$ cat src/rtl/dmac_regfile.sv
module dmac_regfile #(
  parameter int NCH = 4,
  parameter int RW  = 16
) (
  input  logic              clk,
  input  logic              rst_n,
  input  logic [3:0]        addr,
  input  logic              wr_en,
  input  logic              rd_en,
  input  logic [7:0]        wdata,
  output logic [7:0]        rdata,
  output logic [7:0]        cmd_o,
  output logic [7:0]        req_o,
  output logic [NCH-1:0]    mask_o,
  output logic [6*NCH-1:0]  mode_o,
  output logic [RW*NCH-1:0] base_addr_o,
  output logic [RW*NCH-1:0] base_cnt_o
);
  localparam int CW = $clog2(NCH);

  logic [RW-1:0] b_addr [NCH];
  logic [RW-1:0] c_addr [NCH];
  logic [RW-1:0] b_cnt  [NCH];
  logic [RW-1:0] c_cnt  [NCH];
  logic [5:0]    mode_q [NCH];
  logic [7:0]    cmd_q, req_q, stat_q, temp_q;
  logic [NCH-1:0] mask_q;
  logic          byte_ptr;

  wire          chan_port = ~addr[3];
  wire [CW-1:0] chan_sel  = addr[CW:1];
  wire          is_cnt    = addr[0];
  wire          chan_acc  = chan_port & (wr_en | rd_en);
  wire          do_mclr   = wr_en && addr == 4'hD;

  always_ff @(posedge clk) begin
    if (!rst_n) begin
      for (int i = 0; i < NCH; i++) begin
        b_addr[i] <= '0; c_addr[i] <= '0;
        b_cnt[i]  <= '0; c_cnt[i]  <= '0;
        mode_q[i] <= '0;
      end
      cmd_q <= '0; req_q <= '0; stat_q <= '0; temp_q <= '0;
      mask_q <= '1; byte_ptr <= 1'b0;
    end else begin
      if (chan_acc) byte_ptr <= ~byte_ptr;
      if (wr_en) begin
        if (chan_port) begin
          if (is_cnt) begin
            if (byte_ptr) begin
              b_cnt[chan_sel][15:8] <= wdata; c_cnt[chan_sel][15:8] <= wdata;
            end else begin
              b_cnt[chan_sel][7:0]  <= wdata; c_cnt[chan_sel][7:0]  <= wdata;
            end
          end else begin
            if (byte_ptr) begin
              b_addr[chan_sel][15:8] <= wdata; c_addr[chan_sel][15:8] <= wdata;
            end else begin
              b_addr[chan_sel][7:0]  <= wdata; c_addr[chan_sel][7:0]  <= wdata;
            end
          end
        end else begin
          case (addr[2:0])
            3'h0: cmd_q <= wdata;
            3'h1: req_q <= wdata;
            3'h2: mask_q[wdata[CW-1:0]] <= wdata[2];
            3'h3: mode_q[wdata[CW-1:0]] <= wdata[7:2];
            3'h4: byte_ptr <= 1'b0;
            3'h5: begin
              cmd_q <= '0; req_q <= '0; stat_q <= '0; temp_q <= '0;
              mask_q <= '1; byte_ptr <= 1'b0;
            end
            3'h6: mask_q <= '0;
            default: mask_q <= wdata[NCH-1:0];
          endcase
        end
      end
    end
  end

  logic [RW-1:0] rd_word;
  assign rd_word = is_cnt ? c_cnt[chan_sel] : c_addr[chan_sel];

  always_comb begin
    rdata = 8'h00;
    if (rd_en) begin
      if (chan_port)          rdata = byte_ptr ? rd_word[15:8] : rd_word[7:0];
      else if (addr == 4'h8)  rdata = stat_q;
      else if (addr == 4'hD)  rdata = temp_q;
    end
  end

  assign cmd_o  = cmd_q;
  assign req_o  = req_q;
  assign mask_o = mask_q;

  for (genvar g = 0; g < NCH; g++) begin : g_out
    assign mode_o[6*g +: 6]       = mode_q[g];
    assign base_addr_o[RW*g +: RW] = b_addr[g];
    assign base_cnt_o[RW*g +: RW]  = b_cnt[g];
  end


  ptr_toggle_chk: assert property (@(posedge clk) disable iff (!rst_n)
    chan_acc |=> byte_ptr != $past(byte_ptr));


  ptr_clear_chk: assert property (@(posedge clk) disable iff (!rst_n)
    (wr_en && addr == 4'hC) |=> !byte_ptr);


  mclr_chk: assert property (@(posedge clk) disable iff (!rst_n)
    do_mclr |=> (mask_o == '1 && cmd_o == 8'h00 && req_o == 8'h00 && !byte_ptr));


  ptr_hold_chk: assert property (@(posedge clk) disable iff (!rst_n)
    (rd_en && !wr_en && addr[3]) |=> $stable(byte_ptr));


  mode_other_chk: assert property (@(posedge clk) disable iff (!rst_n)
    (wr_en && addr == 4'h8) |=> $stable(mode_o));
endmodule

$ cat config.mk
export PLATFORM = sky130hd
export DESIGN_NAME = dmac_regfile
export DESIGN_NICKNAME = d
export VERILOG_FILES = /design/src/rtl/dmac_regfile.sv
export SDC_FILE = /design/constraint.sdc
export NUM_CORES = 1
export LEC_CHECK = 0
export CORE_ASPECT_RATIO = 2
export CORE_MARGIN = 5
export CORE_UTILIZATION = 50
export DETAILED_ROUTE_END_ITERATION = 6
export PLACE_DENSITY = 0.81
export SETUP_SLACK_MARGIN = 0.5
export SLEW_MARGIN = 40
export SYNTH_ARGS = -nofsm -noshare
export SYNTH_HDL_FRONTEND = slang
export SYNTH_SLANG_ARGS = --single-unit
$ cat constraint.sdc
create_clock -name clk -period 3.1 [get_ports clk]
set_input_delay 0.62 -clock clk [delete_from_list [all_inputs] [get_ports clk]]
set_output_delay 0.62 -clock clk [all_outputs]
set_load 0.01 [all_outputs]
Word-level counts from Yosys, hierarchy flattened
Memory sizes are Yosys's and may differ from the RTL's.
Index checks and enable logic that the tools add are counted.
W data, S select, Z words.
{"block": "word_totals", "input_bits": 16, "output_inout_bits": 180, "n_memories": 5, "ramBits": 280, "register_bits": 21, "elab_cells": 93}
{"block": "classes", "reduce_logical": 14, "magnitude_cmp": 2, "n_eq_ne": 6, "bitwise_logic": 5, "mux": 57}
{"name": "b_addr", "depth": 4, "width": 16, "read_ports": 4, "rd_clocked_by_memory_dff": 0, "write_ports": 4, "line": "21", "rtl": "logic [RW-1:0] b_addr [NCH];"}
{"name": "b_cnt", "depth": 4, "width": 16, "read_ports": 4, "rd_clocked_by_memory_dff": 0, "write_ports": 4, "line": "23", "rtl": "logic [RW-1:0] b_cnt [NCH];"}
{"name": "c_addr", "depth": 4, "width": 16, "read_ports": 1, "rd_clocked_by_memory_dff": 0, "write_ports": 4, "line": "22", "rtl": "logic [RW-1:0] c_addr [NCH];"}
{"name": "c_cnt", "depth": 4, "width": 16, "read_ports": 1, "rd_clocked_by_memory_dff": 0, "write_ports": 4, "line": "24", "rtl": "logic [RW-1:0] c_cnt [NCH];"}
{"name": "mode_q", "depth": 4, "width": 6, "read_ports": 4, "rd_clocked_by_memory_dff": 0, "write_ports": 4, "line": "25", "rtl": "logic [5:0] mode_q [NCH];"}
{"cell": "$mux W16", "n": 5}
{"cell": "$reduce_or A16 Y1", "n": 4}
{"cell": "$mux W1", "n": 34}
{"cell": "$pmux W8 S2", "n": 2}
{"cell": "$mux W8", "n": 3}
{"cell": "$mux W2", "n": 9}
{"cell": "$pmux W4 S4", "n": 1}
{"cell": "$eq A3 B3 Y1 const B", "n": 3}
{"cell": "$reduce_and A3 Y1", "n": 3}
{"cell": "$eq A3 B2 Y1 const B", "n": 2}
{"cell": "$mux W6", "n": 1}
{"cell": "$reduce_or A6 Y1", "n": 1}
{"cell": "$bwmux W4", "n": 1}
{"cell": "$reduce_bool A2 Y1", "n": 2}
{"cell": "$reduce_or A4 Y1", "n": 1}
{"cell": "$eq A3 B1 Y1 const B", "n": 1}
{"cell": "$logic_not A3 Y1", "n": 1}
{"cell": "$lt A2 B3 Y1 const B", "n": 1}
{"cell": "$not A1 Y1", "n": 3}
{"cell": "$demux W1 S2", "n": 1}
{"cell": "$ge A2 B1 Y1 const B", "n": 1}
{"cell": "$reduce_or A2 Y1", "n": 1}
{"cell": "$and A1 B1 Y1", "n": 1}
{"cell": "$logic_and A1 B1 Y1", "n": 1}
{"cell": "$or A1 B1 Y1", "n": 1}

Longest topological paths before layout
Gate-level depths: netlist of run 1.
{"block": "logic_depth", "word_depth": 8, "depth_mapped": 7, "mapped_depth_nobuf": 4}

Worst setup path before layout of run 1
No wires, ideal clock.
{"block": "synth_path", "kind": "input -> output", "start": "input addr[2]", "end": "output rdata[6]", "required_time_ns": 2.480, "path_slack_ns": 0.785, "path_stages": 6, "t_arrival_ns": 1.695, "n_path_buf": 2, "path_cell_list": "buf_6 > or2_2 > clkbuf_1 > a211oi_1 > nor4_1 > a31o_2"}
{"block": "synth_between", "elab_chain_cells": 5, "elab_cells_between_ends": 6, "cone_classes": "mux (4); memory (2)"}
{"element": "start, declared", "line": "7", "rtl": "input logic [3:0] addr,"}
{"element": "$mem_v2 Z4 W16, on equally long branches"}
{"element": "$mux W16 (*)", "line": "82", "rtl": "assign rd_word = is_cnt ? c_cnt[chan_sel] : c_addr[chan_sel];"}
{"element": "$mux W8 (*) (2 in a row)", "line": "87", "rtl": "if (chan_port) rdata = byte_ptr ? rd_word[15:8] : rd_word[7:0];"}
{"element": "$mux W8 (*)", "line": "86", "rtl": "if (rd_en) begin"}
{"element": "end, declared", "line": "11", "rtl": "output logic [7:0] rdata,"}
Mark *: on every way between the ends. The rest lies on a longest branch, timed or not.

==> metrics.md, run 1 <==
| Metric | Value |
|---|---|
| Final Cycle Share | `0.828` |
| Number of remaining DRC errors | `0` |
| Longest Clk Path Bufs | `2` |
| Fillcell total | `~1100` |
| Clk slew on worst S/H paths | `60 ps` |
| Post-Layout Cell Count | `about 1100` |
| Number of global-route vias before repair | `around 6200` |
| WP buf/inv | `1` |
| Post-Route WL | `24500 um` |
| Critical path's slowest cell | `mux4_2` |
| Worst EP required | `2480 ps` |
| Clk_lat worst skew | `roughly 430 ps` |
| DP HPWL | `approximately 18000 um` |
| Clock skew after layout | `approximately 8 ps` |
| Combinational share of power | `0.129` |
| Final ANT Viol Nets | `0` |
| Ys Warns | `0` |
| Pre-antenna DRT Iters | `5` |
| Slew HR | `0.425` |
| Switch share | `0.236` |
| Cell Chain, Critical Path | `mux4_2 -> nor2_2 -> nor4_2 -> a31o_2 -> clkdlybuf4s15_2` |
| Worst vdd ir | `~0.45 mV` |
| Critical path class | `flip-flop to output port` |
| Root Driver | `clkbuf_16` |
| Via count | `about 6000` |
| Share of async-settable or async-resettable flops after synthesis | `0` |
| Num ports | `196` |
| Status | `finished clean` |
| Gpl congestion | `0.961` |
| Worst hold path type | `flip-flop to flip-flop` |
| Maxcap violations | `0` |
| Netlist cell types | `just over 50` |
| First-pass GRT wire length | `37000 um` |
| Overall power | `0.00555 W` |
| Worst Path Max Fanout | `2` |
| RSZ-0062 raised after global routing | `true` |
| CP delay by family, top | `multiplexers` |
| Sequential area share after synthesis | `0.618` |
| Mean Syn Cell Area | `around 13 um^2` |
| Starting Density | `0.509` |
| Most common cell in the netlist | `edfxtp_1` |
| Nets | `856` |
| Drt wl/cell | `23.3 um` |
| CTS tree | `built` |
| Core ar. | `0.0159 mm^2` |
| F_max | `approximately 390 MHz` |
| Hold Vio Cnt, Final | `0` |
| CTS sink cnt | `173` |
| CTS buffer count | `17` |
| Post-Syn Nets | `640` |
| Clock share of power | `0.386` |
| Vias/cell | `about 5.6` |
| Die area | `roughly 0.019 mm^2` |
| Startpoint Class | `flip-flop` |
| Diode count | `0` |
| Power Internal | `roughly 0.0042 W` |
| Largest net degree at the start of global routing | `44` |
| Pleak | `4.20 nW` |
| Top FF cell, synth | `edfxtp_1` |
| EDFF count, synth | `between 150 and 200` |
| Sequential power share | `0.485` |
| Pwr/cell area | `just under 500 mW/mm^2` |
| Post-Synthesis Cells | `about 620` |
| FP Rows | `between 60 and 70` |
| H-tree depth | `4` |
| Critical path arrival | `1950 ps` |
| Initial antenna violation count | `0` |
| First DRT Iteration DRCs | `between 300 and 400` |
| Share of Yosys cell area claimed by the top area cell type | `0.566` |
| Worst-Margin Slew | `roughly 860 ps` |
| Synthesized area | `between 0.008 and 0.009 mm^2` |
| Die Y | `roughly 190 um` |
| Die W | `99.8 um` |
| GRT Overall Usage | `0.263` |
| Area of the multi-input gates | `approximately 0.0029 mm^2` |
| Placed insts | `roughly 1000` |
| Register area | `0.00498 mm^2` |
| GRT overflow | `0` |
| Port bufs | `195` |
| Post-synth top area cell | `edfxtp_1` |
| Crit. End Element | `output port` |
| # setup viols final | `0` |
| Synth top area cells | `edfxtp_1 (57%), and2_1 (8.2%), dfxtp_1 (5.2%)` |
| Slew Viols, Final | `0` |
| Layout cells sized above 1 | `0.192` |
| NetSw | `around 0.0013 W` |
| Post-synthesis register bit count | `around 170` |
| Most frequent cells after synthesis | `edfxtp_1 (152), and2_1 (106), nand2_1 (39)` |
| Critical path's largest stage delay | `around 500 ps` |
| Area Overhead vs Synth | `38.2%` |
| Tmin final | `around 2600 ps` |
[cell families (layout without fill, tap and decap cells)]
| kind of cell | after synthesis | count (layout) | synth area share |
|---|---|---|---|
| AOI/OAI and AO/OA | 73 | 73 | 0.0596 |
| xor gates and xnor gates | 1 | 1 | 0.00109 |
| buffers and inverters | 56 | 284 | 0.0349 |
| DFF | 173 | 173 | 0.618 |
| muxes | 62 | 62 | 0.0940 |
| and+or+nand+nor | 259 | 259 | 0.192 |
[cells in the final DEF (no fill, tap or decap), types with 13 or more instances in the layout]
master           count
clkdlybuf4s50_1    182
edfxtp_1           152
and2_1             106
buf_4               41
nand2_1             38
mux2_2              30
nor2_1              27
mux2i_1             24
dfxtp_1             21
and3_1              20
nand2b_1            18
clkbuf_16           18
o21ai_0             15
nor2b_1             13
[state kept, by name (all words and copies together) (netlist names)]
signal,count
b_addr,8
b_cnt,48
byte_ptr,1
c_addr,56
c_cnt,16
cmd_o,8
mask_o,4
mode_q,24
req_o,8
[metrics by stage]
| step | setup TNS, ps | hold WS, ps | util | setup WS [ps] | instance area (um^2) |
|---|---|---|---|---|---|
| final | 0 | 475 | 0.703 | 532 | 11200 |
| after global routing | 0 | 496 | 0.703 | 458 | 11200 |
| after CTS | 0 | 478 | 0.697 | 469 | 11000 |
| after detailed placement | -274 | 465 | 0.653 | -64.9 | 10400 |
| after global placement | -167 | 449 | 0.653 | -45.0 | 10400 |
| after floorplan | 0 | 479 | - | 785 | 8070 |
[path summary, 6_finish.rpt]
check | cells after the start | slack, ps | to | from
setup / recovery | 5 | 530 | rdata[6] | b_cnt[2][14]
hold reg to reg | 2 | 480 | req_o[3] | req_o[3]
hold / removal | 2 | 480 | req_o[3] | req_o[3]
setup reg to reg | 5 | 1290 | b_cnt[2][8] | byte_ptr
[final cells by class]
cell class | count | area share
clock buffer | 18 | 0.0385
clock inverter | 13 | 0.0149
inverter | 8 | 0.00269
multi-input combinational | 395 | 0.263
sequential | 173 | 0.447
tap | 201 | 0.0226
timing repair buffer | 245 | 0.212
[worst reg2reg max path, cell delays in order (launching register included)]
cell and delay, ps:
dfxtp_1 350, buf_6 190, inv_1 70, buf_6 150
nor4_2 280, nand2b_1 430
[per-layer routing]
layer  routed length [um]  share of wire  vias up  global-route usage
met4                  924          0.038        0               0.111
met2                14000           0.57      260               0.493
met3                 1510          0.061       65              0.0583
met5                    0              0        -                   0
met1                 8140           0.33     2876               0.275
li1                     -              -     2678                   -
[power by group through the flow]
| stage | Combinational [W] | Sequential (W) | Clock [W] |
|---|---|---|---|
| CTS | 0.000700 | 0.00269 | 0.00216 |
| finish | 0.000714 | 0.00269 | 0.00214 |
| global placement | 0.000673 | 0.00274 | 0 |
| detailed placement | 0.000679 | 0.00274 | 0 |
| floorplan | 0.000274 | 0.00276 | 0 |
| global route | 0.000755 | 0.00270 | 0.00227 |
[repair_timing]
action	in CTS	in global routing
endpoints found under the setup margin	8	8
resized for setup	58	15
cloned	1	1
pin swaps	3	2
buffers inserted	1	3
hold buffers	0	0
No activity file was read; power rests on OpenSTA's default activity.
==> run 2: changes to the inputs <==
==> constraint.sdc (replaced) <==
create_clock -name clk -period 2.6 [get_ports clk]
set_input_delay 0.52 -clock clk [delete_from_list [all_inputs] [get_ports clk]]
set_output_delay 0.52 -clock clk [all_outputs]
set_load 0.01 [all_outputs]
==> run 2 against run 1 <==
Flip-flop and latch count unchanged. Core utilization increased by 2.2 points. Sequential power grew 19%. Die area did not move. Critical path depth unchanged. Count of clock-buffer cells in the layout rose by 2. Sequential share of layout area down 1.3 points. Total power increased by 18%. Critical endpoint is now rdata[7]. Largest power group unchanged.
==> metrics.md, run 2 (same netlist as run 1, synthesis figures left out) <==
| Metric | Value |
|---|---|
| Number of remaining DRC errors | `0 (unchanged)` |
| Fillcell total | `1056 (-7.1%)` |
| Register area | `0.00499 mm^2 (about the same)` |
| Critical path arrival | `1900 ps (-50 ps)` |
| Worst r2r path cells | `6 (+1)` |
| GRT Overall Usage | `0.271 (+0.00861)` |
| Drt wl/cell | `23.2 um (-0.30%)` |
| Worst hold endpoint | `req_o[3]` |
| Critical path's largest stage delay | `540 ps (+50 ps)` |
| Final ANT Viol Nets | `0 (unchanged)` |
| Clk_lat worst skew | `430 ps (about the same)` |
| Hold Path Depth | `2 (unchanged)` |
| Final Cycle Share | `0.931` |
| Placed insts | `1035 (+1.9%)` |
| Layout cells sized above 1 | `0.243 (+0.0505)` |
| Commonest cells after routing, fill and taps aside | `clkdlybuf4s50_1 (182), edfxtp_1 (152), and2_1 (106)` |
| Worst-Margin Slew | `783 ps (-73.2 ps)` |
| First DRT Iteration DRCs | `367 (-5.9%)` |
| Die W | `99.8 um (unchanged)` |
| Reg-to-reg endpoint | `c_addr[3][4]` |
| Most flop-heavy register | `c_addr` |
| CTS sink cnt | `173 (unchanged)` |
| Tmin final | `~2400 ps` |
| DP HPWL | `19100 um (+3.3%)` |
| Slew Viols, Final | `0 (unchanged)` |
| Pwr/cell area | `569 mW/mm^2 (+14%)` |
| Longest Clk Path Bufs | `2 (unchanged)` |
| Number of global-route vias before repair | `6469 (+3.8%)` |
| Gpl congestion | `0.940 (-2.1%)` |
| Initial antenna violation count | `1 (+1)` |
| Slew HR | `0.476 (+0.0510)` |
| Clock skew after layout | `4.46 ps (-3.42 ps)` |
| RSZ-0062 raised after global routing | `true` |
| Reg-to-reg startpoint | `byte_ptr` |
| Vias/cell | `5.56 (-0.39%)` |
| Status | `finished clean` |
| Largest net degree at the start of global routing | `44 (unchanged)` |
| First-pass GRT wire length | `38200 um (+3.2%)` |
| Port bufs | `195 (unchanged)` |
| Worst Path Max Fanout | `2 (unchanged)` |
| Clk slew on worst S/H paths | `60 ps (about the same)` |
| Nets | `896 (+4.7%)` |
| Via count | `6084 (+3.5%)` |
| GRT overflow | `0 (unchanged)` |
| Pre-antenna DRT Iters | `4 (-1)` |
| Cell Chain, Critical Path | `mux4_2 -> nand2b_4 -> nand3_4 -> o31ai_2 -> buf_2` |
| Starting Density | `0.509 (unchanged)` |
| Num ports | `196 (unchanged)` |
| Core ar. | `0.0159 mm^2 (unchanged)` |
| Root Driver | `clkbuf_16` |
| H-tree depth | `4 (unchanged)` |
| Top Registers | `c_addr x56, b_cnt x48, mode_q x24` |
| Worst reg2reg setup slack | `620 ps (-670 ps)` |
| Pleak | `4.42 nW (+5.2%)` |
| Post-Layout Cell Count | `1094 (+3.9%)` |
| Crit path from | `b_addr[3][15]` |
| Diode count | `0 (unchanged)` |
| Area Overhead vs Synth | `42.7%` |
| Critical path class | `flip-flop to output port` |
| Overall power | `0.00655 W (+18%)` |
| CTS tree | `built` |
| Startpoint Class | `flip-flop` |
| Die area | `0.0189 mm^2 (unchanged)` |
| Max reg flops | `56 (unchanged)` |
| Worst vdd ir | `0.536 mV (+18%)` |
| Most common cell after layout, fill and taps aside | `clkdlybuf4s50_1` |
| FP Rows | `65 (unchanged)` |
| Worst hold path type | `flip-flop to flip-flop` |
| Worst min-delay path startpoint | `req_o[3]` |
| F_max | `413 MHz` |
| Maxcap violations | `0 (unchanged)` |
| # setup viols final | `0 (unchanged)` |
| Hold Vio Cnt, Final | `0 (unchanged)` |
| Post-Route WL | `25400 um (+3.6%)` |
| CTS buffer count | `17 (unchanged)` |
| Critical path's slowest cell | `mux4_2` |
| Worst EP required | `2080 ps (-400 ps)` |
| Die Y | `190 um (unchanged)` |
| Crit. End Element | `output port` |
| Area of the multi-input gates | `0.00303 mm^2 (+3.4%)` |
## run 2: changes by cell type in the layout (fill, tap and decap cells not counted), moves of 4 or more
cell,delta
o31ai_1,-4
o22ai_1,+4
nand2b_4,+6
nand3_1,-4
buf_4,+42
buf_6,-4
o31ai_2,+4
nand3_4,+7
nand2b_1,-7
## run 2: area by class of cell
type / count / area share
multi-input cells: 395 / 0.263
well taps: 201 / 0.0219
flip-flops and latches: 173 / 0.434
inverters: 8 / 0.00261
clock inverters: 12 / 0.0105
repair buffers: 285 / 0.231
clock buffers: 20 / 0.0379
## run 2: through the flow
step | cell area [um^2] | hold WS [ps] | util | setup WS, ps | setup TNS, ps
finish | 11500 | 469 | 0.726 | 180 | 0
global route | 11500 | 494 | 0.726 | 144 | 0
floorplan | 8070 | 479 | - | 448 | 0
detailed placement | 10500 | 463 | 0.664 | -309 | -3320
global placement | 10500 | 447 | 0.664 | -324 | -2290
CTS | 11400 | 473 | 0.716 | 220 | 0
## run 2: worst max-delay path by stage
| stage | endpoint | slack [ps] | cells after the start |
|---|---|---|---|
| after detailed placement | rdata[6] | -310 | 7 |
| final | rdata[7] | 180 | 5 |
| after floorplan | b_addr[3][10] | 450 | 5 |
| after global placement | rdata[6] | -320 | 7 |
| after global routing | rdata[7] | 140 | 5 |
| after CTS | rdata[1] | 220 | 5 |
## run 2: where the power goes
group	leakage [nW]	switching, W	internal, W
Sequential	1.71	0.0000780	0.00313
Combinational	2.45	0.000466	0.000450
Clock	0.261	0.00102	0.00140
Total	4.42	0.00157	0.00499
## run 2: worst max-delay path, delay by kind of cell, from the launching register on
family                 cells  cell delay [ps]
flip-flops                 1              420
multiplexers               1              540
AND/OR/NAND/NOR            2              300
buffers and inverters      1              140
AO/OA/AOI/OAI              1               70
## run 2: what timing repair did
action / in CTS / in global routing
hold buffers: 0 / 0
buffers inserted: 20 / 6
resized for setup: 73 / 22
endpoints found under the setup margin: 47 / 55
pin swaps: 5 / 1
hold endpoints to repair: 0 / 0
gates cloned: 1 / 0
## run 2: metal layers
metal | global-route usage | share of wire | wire [um] | up-vias
met1 | 0.285 | 0.34 | 8580 | 2956
met4 | 0.130 | 0.050 | 1270 | 2
met5 | 0 | 0.00043 | 11 | -
met3 | 0.0499 | 0.055 | 1390 | 68
met2 | 0.507 | 0.56 | 14200 | 293
li1 | - | - | - | 2765
